[config.mk]
export PLATFORM = sky130hd
export DESIGN_NAME = lreq_frontend
export DESIGN_NICKNAME = d
export VERILOG_FILES = /design/src/rtl/lreq_pkg.sv /design/src/rtl/lreq_size_norm.sv /design/src/rtl/lreq_rf_count.sv /design/src/rtl/lreq_frontend.sv
export SDC_FILE = /design/constraint.sdc
export NUM_CORES = 1
export LEC_CHECK = 0
export ABC_AREA = 1
export BUFFER_PORTS_ARGS = -buffer_cell sky130_fd_sc_hd__buf_2
export CAP_MARGIN = 20
export CORE_MARGIN = 2
export CORE_UTILIZATION = 40
export DETAILED_ROUTE_END_ITERATION = 6
export PLACE_DENSITY = 0.74
export SLEW_MARGIN = 40
export SYNTH_ARGS = -nofsm -noshare
export SYNTH_HDL_FRONTEND = slang
export SYNTH_SLANG_ARGS = --single-unit
[constraint.sdc]
create_clock -name clk -period 3.1 [get_ports clk]
set_clock_uncertainty 0.1 [all_clocks]
set_input_delay 0.31 -clock clk [delete_from_list [all_inputs] [get_ports clk]]
set_output_delay 0.31 -clock clk [all_outputs]
set_load 0.02 [all_outputs]
[src/rtl/lreq_pkg.sv]
package lreq_pkg;

    typedef enum logic [2:0] {
        OP_IDLE = 3'd0,
        OP_RD   = 3'd1,
        OP_WR   = 3'd2,
        OP_RDA  = 3'd3,
        OP_WRA  = 3'd4,
        OP_RFSH = 3'd5
    } op_e;

    typedef enum logic [1:0] {
        ST_IDLE = 2'd0,
        ST_CMD  = 2'd1,
        ST_WB2  = 2'd2
    } st_e;

endpackage

[src/rtl/lreq_size_norm.sv]
module lreq_size_norm #(
    parameter int SZW = 3
) (
    input  logic [SZW-1:0] size,
    output logic [1:0]     beats,
    output logic           bad
);
    localparam logic [SZW-1:0] ONE = SZW'(1);
    localparam logic [SZW-1:0] TWO = SZW'(2);

    always_comb begin
        bad   = (size == '0) || (size > TWO);
        beats = (size >= TWO) ? 2'd2 : 2'd1;
        if (size == ONE) beats = 2'd1;
    end
endmodule

[src/rtl/lreq_rf_count.sv]
module lreq_rf_count #(
    parameter int RF_CW = 2
) (
    input  logic             clk,
    input  logic             rst_n,
    input  logic             inc,
    input  logic             dec,
    output logic [RF_CW-1:0] cnt,
    output logic             pend
);
    localparam logic [RF_CW-1:0] MAXV = '1;

    logic [RF_CW-1:0] cnt_d, cnt_q;

    always_comb begin
        cnt_d = cnt_q;
        if (inc && !dec && cnt_q != MAXV) cnt_d = cnt_q + 1'b1;
        else if (dec && !inc && cnt_q != '0) cnt_d = cnt_q - 1'b1;
    end

    always_ff @(posedge clk or negedge rst_n) begin
        if (!rst_n) cnt_q <= '0;
        else        cnt_q <= cnt_d;
    end

    assign cnt  = cnt_q;
    assign pend = (cnt_q != '0);
endmodule

[src/rtl/lreq_frontend.sv]
module lreq_frontend
    import lreq_pkg::*;
#(
    parameter int AW        = 24,
    parameter int MEM_DW    = 16,
    parameter bit HALF_RATE = 1'b0,
    parameter int SZW       = 3,
    parameter int RF_CW     = 2,
    localparam int LDW      = MEM_DW * (HALF_RATE ? 4 : 2)
) (
    input  logic           clk,
    input  logic           rst_n,
    input  logic           phy_rst_n,
    input  logic           burst_start,
    input  logic           rd_req,
    input  logic           wr_req,
    input  logic           apch_req,
    input  logic           rf_req,
    input  logic [AW-1:0]  addr,
    input  logic [SZW-1:0] size,
    input  logic [LDW-1:0] wdata,
    output logic           ready,
    output logic           cmd_valid,
    input  logic           cmd_ready,
    output logic [2:0]     cmd_op,
    output logic [AW-1:0]  cmd_addr,
    output logic [1:0]     cmd_beats,
    output logic           wd_valid,
    output logic [LDW-1:0] wd_data,
    output logic           size_err
);

    typedef struct packed {
        st_e            st;
        logic           bb;
        op_e            op;
        logic [AW-1:0]  addr;
        logic [1:0]     beats;
        logic [1:0]     cnt;
        logic           wd_valid;
        logic [LDW-1:0] wd_data;
        logic           err;
    } fe_state_t;

    fe_state_t r_q, r_d;

    logic [1:0]       norm_beats;
    logic             norm_bad;
    logic             rf_pend;
    logic             take_rf;
    logic             acc_first;
    logic             acc_next;
    logic [RF_CW-1:0] rf_cnt;

    lreq_size_norm #(.SZW(SZW)) u_norm (
        .size  (size),
        .beats (norm_beats),
        .bad   (norm_bad)
    );

    lreq_rf_count #(.RF_CW(RF_CW)) u_rfc (
        .clk   (clk),
        .rst_n (rst_n),
        .inc   (rf_req),
        .dec   (take_rf),
        .cnt   (rf_cnt),
        .pend  (rf_pend)
    );

    // Request port is open in idle with no refresh owed, or while waiting
    // for the second write beat; never before the PHY is out of reset.
    assign ready = phy_rst_n &&
                   (((r_q.st == ST_IDLE) && !rf_pend) || (r_q.st == ST_WB2));

    always_comb begin
        r_d          = r_q;
        r_d.wd_valid = 1'b0;
        take_rf      = 1'b0;
        acc_first    = (r_q.st == ST_IDLE) && ready && (rd_req || wr_req) &&
                       (burst_start || r_q.bb);
        acc_next     = (r_q.st == ST_WB2) && ready && wr_req;

        if (acc_first)        r_d.bb = 1'b0;
        else if (burst_start) r_d.bb = 1'b1;

        unique case (r_q.st)
            ST_IDLE: begin
                if (phy_rst_n && rf_pend) begin
                    take_rf   = 1'b1;
                    r_d.st    = ST_CMD;
                    r_d.op    = OP_RFSH;
                    r_d.addr  = '0;
                    r_d.beats = 2'd1;
                    r_d.cnt   = 2'd1;
                end else if (acc_first) begin
                    r_d.st    = ST_CMD;
                    r_d.addr  = addr;
                    r_d.beats = norm_beats;
                    if (norm_bad) r_d.err = 1'b1;
                    if (rd_req) begin
                        r_d.op  = apch_req ? OP_RDA : OP_RD;
                        r_d.cnt = norm_beats;
                    end else begin
                        r_d.op       = apch_req ? OP_WRA : OP_WR;
                        r_d.cnt      = 2'd1;
                        r_d.wd_valid = 1'b1;
                        r_d.wd_data  = wdata;
                    end
                end
            end
            ST_CMD: begin
                if (cmd_ready)
                    r_d.st = (r_q.cnt != r_q.beats) ? ST_WB2 : ST_IDLE;
            end
            ST_WB2: begin
                if (acc_next) begin
                    r_d.wd_valid = 1'b1;
                    r_d.wd_data  = wdata;
                    r_d.cnt      = r_q.cnt + 1'b1;
                    if (r_d.cnt == r_q.beats) r_d.st = ST_IDLE;
                end
            end
            default: r_d.st = ST_IDLE;
        endcase
    end

    always_ff @(posedge clk or negedge rst_n) begin
        if (!rst_n) begin
            r_q.st       <= ST_IDLE;
            r_q.bb       <= 1'b0;
            r_q.op       <= OP_IDLE;
            r_q.addr     <= '0;
            r_q.beats    <= 2'd1;
            r_q.cnt      <= 2'd1;
            r_q.wd_valid <= 1'b0;
            r_q.wd_data  <= '0;
            r_q.err      <= 1'b0;
        end else begin
            r_q <= r_d;
        end
    end

    assign cmd_valid = (r_q.st == ST_CMD);
    assign cmd_op    = cmd_valid ? r_q.op : OP_IDLE;
    assign cmd_addr  = r_q.addr;
    assign cmd_beats = r_q.beats;
    assign wd_valid  = r_q.wd_valid;
    assign wd_data   = r_q.wd_data;
    assign size_err  = r_q.err;

endmodule

Yosys cells after proc, flatten, opt, wreduce, memory -nomap -nowiden:

Index checks and enable logic that the tools add are counted.

* $lt $le $gt $ge: 2
* bitwise gates (word level): 1
* div/mod/pow operators: 0
* add/subtract/negate cells: 3
* shifts and indexed selects: 0
* equality and inequality tests: 13
* multipliers: 0
* muxes and demuxes: 27
* reduce and logical (&&, ||, !) cells: 31

Operator list (count)
* case mux 35 bit (2 select lines): 1
* two-way mux 65 bit: 1
* two-way mux 35 bit: 1
* two-way mux 34 bit: 1
* two-way mux 33 bit: 1
* two-way mux 31 bit: 1
* two-way mux 2 bit: 12
* logical AND 1 bit: 12
* inequality test 2 bit, second input constant: 5
* nonzero test 2 bit: 5
* two-way mux 3 bit: 3
* AND reduction 4 bit: 2
* case mux 2 bit (3 select lines): 1
* two-way mux 1 bit: 5
* AND reduction 5 bit: 1
* adder 2 x 1 -> 2 bit, second input constant: 2
* logical OR 1 bit: 4
* inequality test 2 x 1 -> 1 bit, second input constant: 2
* equality test 3 x 1 -> 1 bit, second input constant: 1
* >= comparator 3 x 2 -> 1 bit, second input constant: 1
* greater-than comparator 3 x 2 -> 1 bit, second input constant: 1
* zero test 1 bit: 3
* zero test 3 bit: 1
* inequality test 3 x 2 -> 1 bit, second input constant: 1
* other kinds (9): 9

* output and inout bits: 65
* input bits: 68
* latch bits: 0
* word-level logic and storage cells: 87
* memory bits (read-only): 0
* register bits: 70
* memory bits (writable): 0
* memories: 0

Longest topological paths before layout:

* word-level depth: 11
* depth in mapped cells: 9
* gate-level depth less buffers: 9

Modules after synthesis:

From an unflattened synthesis, not the netlist that was laid out.

* cell total of the unflattened synthesis: 427
* area, all modules: 3499.6 sq um

By module, submodules not included
* lreq_frontend: area an instance 3330.7 sq um, seq. area each 1704.1 sq um, cells an instance 398, times used 1
* lreq_rf_count: area an instance 130.1 sq um, seq. area each 50.0 sq um, cells an instance 21, times used 1
* lreq_size_norm: area an instance 38.8 sq um, seq. area each 0.0 sq um, cells an instance 8, times used 1

Least setup slack after synthesis:

OpenSTA, ideal clock, no wires.

* kind: flip-flop to flip-flop
* start: reg u_rfc.cnt_q[0], in the netlist u_rfc.cnt[0]
* end: reg wd_data[0] (netlist name)
* setup time: 125 ps
* arrival: 1332 ps
* period minus slack after synthesis: 1557 ps
* path slack: 1543 ps
* stages on the path, launching flop included: 10
* path buffers: 1
* required time: 2875 ps
* cell sequence: dfrtp_1 nor2_1 nor2_1 nor2_4 nand3_4 inv_4 nand2_4 buf_6 nand3_1 nand3_1

* word-level cells in the longest chain between the ends: 10
* elaborated cells on any way between the ends: 15
* those cells by class: eq/ne: 3; reduce/logical: 12

Ends and longest elaborated chain
* start, declared: RTL line lreq_rf_count.sv:13 `logic [RF_CW-1:0] cnt_d, cnt_q;`
* start signal, assigned: RTL line lreq_rf_count.sv:23 `else cnt_q <= cnt_d;`
* nonzero test 2 bit (*): RTL line lreq_rf_count.sv:27 `assign pend = (cnt_q != '0);`
* zero test 1 bit (*): RTL line lreq_frontend.sv:73 `(((r_q.st == ST_IDLE) && !rf_pend) || (r_q.st == ST_WB2));`
* logical AND 1 bit (*): RTL line lreq_frontend.sv:73
* logical OR 1 bit (*): RTL line lreq_frontend.sv:73
* logical AND 1 bit (*): RTL line lreq_frontend.sv:72 `assign ready = phy_rst_n &&`
* named net ready: RTL line lreq_frontend.sv:22 `output logic ready,`
* logical AND 1 bit (3 in series): RTL line lreq_frontend.sv:79 `acc_first = (r_q.st == ST_IDLE) && ready && (rd_req || wr_req) &&`
* inequality test 2 bit (no source line)
* AND reduction 5 bit (no source line) (*)

Mark *: on every way through the listed nets, which the timed path passes. The rest lies on a longest branch.
A chain may end at the register's enable or synchronous reset.

Final worst setup path:

* start: reg r_q[66] (netlist name)
* end: reg wd_data[15] (netlist name)

* word-level cells in the longest chain between the ends: 9
* elaborated cells on any way between the ends: 17
* those cells by class: eq/ne: 5; mux: 1; reduce/logical: 11

Ends and longest elaborated chain
* start, declared: RTL line lreq_frontend.sv:45 `fe_state_t r_q, r_d;`
* start signal, assigned: RTL line lreq_frontend.sv:139 `r_q <= r_d;`
* zero test 2 bit: RTL line lreq_frontend.sv:73, lreq_frontend.sv:79, lreq_frontend.sv:86
* logical AND 1 bit: RTL line lreq_frontend.sv:73
* logical OR 1 bit: RTL line lreq_frontend.sv:73
* logical AND 1 bit: RTL line lreq_frontend.sv:72
* logical AND 1 bit (3 in series): RTL line lreq_frontend.sv:79
* inequality test 2 bit (no source line)
* AND reduction 5 bit (no source line)

Several ways; a longest one is shown, not always the timed one.

==> flow_metrics.tcl <==
set metrics [dict create \
    status "finished clean" \
    power_frac_seq_pct 38.8 \
    grt_pass1_wl_um 13800 \
    p_int_mw 2.24 \
    p_total_mw 3.95 \
    clock_power_share_pct 16.8 \
    setup_viol 0 \
    die_x_um 99.6 \
    hold_viol 0 \
    synth_common_cells "137 x nand2_1, 104 x nand3_1, 68 x dfrtp_1" \
    p_sw_share_pct 43.1 \
    combPwrFrac_pct 44.4 \
    cts.clk_slew.worst_paths_ps 70 \
    synth_area_um2 3660 \
    ys_async_sr_fraction_pct 100 \
    port_buffers 132 \
    insertion_delay_ps 330 \
    rows 34 \
    hold_class "in -> reg" \
    start_util_pct 41.5 \
    place_congestion 0.803 \
    via_per_inst 4.95 \
    syn_nets 521 \
    synth_edf_count 0 \
    routedWlPerCell_um 13.2 \
    crit_fanout 38 \
    antenna_left 0 \
    nets 591 \
    post_cts.repair.setup_buffers 0 \
    synth_ff_type "dfrtp_1" \
    grt_usage_pct 17.4 \
    crit_path_frequent_cell "nand3_1" \
    cpPeakStageDelay_ps 420 \
    dieArea_um2 9930 \
    p_switching_mw 1.70 \
    synth_seq_area_share_pct 47.9 \
    ys_ff_latch 70 \
    timing.fmax_ghz 0.488 \
    io-pin-count 133 \
    synth_area_leaders "dfrtp_1 47%, nand3_1 14%, nand2_1 14%, buf_4 12%, inv_1 2.3%" \
    synth_top_area_cell "dfrtp_1" \
    drt_iter0_markers 187 \
    crit_type "reg -> reg" \
    syn_inst 452 \
    drc_errors 0 \
    grt_remaining_overflow 0 \
    syn_to_final_growth_pct 12.8 \
    crit_path_top_delay_cell "dfrtp_1" \
    setup_tns_ps 0 \
    max_slew.worst_pin.slew_ps 630 \
    ir_drop_mv 0.302 \
    rsz0062_at_grt "false" \
    cts_buffer_depth 2 \
    antenna_found_initial 0 \
    die_h_um 99.6 \
    synth_top_area_share_pct 46.5 \
    worstSetupStartpointType "register" \
    yosys_warnings 0 \
    maxSlewViolCount 0 \
    post-synth-top-count-cell "nand2_1" \
    grt_pass1_vias 2988 \
    max-cap-violations 0 \
    crit_chain "nor2_2, o21a_1, nand3_4, inv_4, nand2_4, nand3_1, nand3_1" \
    crit_arrival_ps 2150 \
    clockRootBuffer "clkbuf_8" \
    dpl.hpwl_um 5880 \
    power_density_nw_per_um2 956 \
    end_kind "register" \
    coreArea_um2 8810 \
    vias 3132 \
    worstPathRequired_ps 3200 \
    num_antenna_cells 0 \
    relSlewSlack_pct 58.0 \
    synth_cell_types 28 \
    dr.pass1.iters 4 \
    clock-sinks 70 \
    synth.avg_cell_area_um2 8.09 \
    cts_tree "done" \
    grt_max_degree 71 \
    leakage_nw 2.33 \
    fin_crit_sh_pct 66.0 \
    drive_gt1_share_pct 30.7 \
    period_needed_ps 2050 \
    numCtsBuffers 9 \
    routed_wl_um 8390 \
    htreeDepth 3 \
]
placed cells by master, fill, tap and decap left out, types with 2 or more instances in the layout:
cell      instances
nand2_1         137
buf_4             4
buf_2           131
inv_1            22
dfstp_2           2
clkbuf_8         12
o211ai_1          2
o22ai_1           2
o21ai_0           4
nor2_2            2
or2_2             2
dfrtp_1          68
nor2_1           13
nand3_1         104
a21oi_1           4
cell families after synthesis:
logic type	synth area share, %
AOI/OAI and AO/OA	2.39
adders and majority gates	0.342
buffers and inverters	17.6
DFF	47.9
and+or+nand+nor	31.7
path summary, 6_finish.rpt:
check | start | end | slack (ps) | cells after the start
setup / recovery | r_q[66]$_DFFE_PN0P_ | wd_data[15]$_DFFE_PN0P_ | 1050 | 7
hold / removal | addr[1] | cmd_addr[1]$_DFFE_PN0P_ | 70 | 3
setup reg to reg | r_q[66]$_DFFE_PN0P_ | wd_data[15]$_DFFE_PN0P_ | 1050 | 7
hold reg to reg | size_err$_DFFE_PN0P_ | size_err$_DFFE_PN0P_ | 370 | 1
max in group asynchronous | rst_n | cmd_addr[18]$_DFFE_PN0P_ | 2010 | 2
min in group asynchronous | rst_n | wd_data[2]$_DFFE_PN0P_ | 440 | 2
what timing repair did:
action / in CTS / in global routing
endpoints found under the hold margin: 68 / 0
hold buffers: 1 / 0
resized for setup: 0 / 0
flip-flops by register name, indices dropped and copies added (netlist names):
name       cells
r_q            8
u_rfc.cnt      2
cmd_beats      2
wd_valid       1
wd_data       32
cmd_addr      24
size_err       1
power by group through the flow:
stage | Sequential, mW | Clock [mW] | Combinational, mW
finish | 1.53 | 0.661 | 1.75
global route | 1.58 | 0.731 | 1.96
CTS | 1.53 | 0.692 | 1.78
detailed placement | 1.55 | 0 | 1.78
global placement | 1.53 | 0 | 1.73
floorplan | 1.51 | 0 | 1.66
final cells by class:
cell class              count  area [um^2]
well taps                 108          135
flip-flops and latches     70         1750
repair buffers            137          707
clock buffers              13          169
multi-input cells         279         1260
fillers                   867         4680
inverters                  25         96.3
clock inverters             1         5.00
critical path, delay by kind of cell (launching register included):
family	cells	cell delay, ps
DFF	1	420
and+or+nand+nor	5	870
buffers and inverters	1	340
AOI/OAI and AO/OA	1	180
per-layer routing:
layer | vias up | share of wire [%] | track usage (%)
met5 | - | 0 | 0
met4 | 0 | 1.9 | 6.95
met3 | 15 | 7.2 | 5.20
met2 | 122 | 46 | 27.2
met1 | 1464 | 45 | 22.6
li1 | 1531 | - | -
through the flow:
step                area, um^2  hold WS (ps)  instances  utilization [%]  worst slack (ps)
global route              4130          58.3        633             46.9               877
global placement          3940           348        618             44.7              1130
floorplan                 3660         -85.6        452                -              1540
finish                    4130          71.0        633             46.9              1050
detailed placement        3940           269        618             44.8              1040
CTS                       4130          49.4        633             46.9              1020
(Power assumes the default switching activity.)
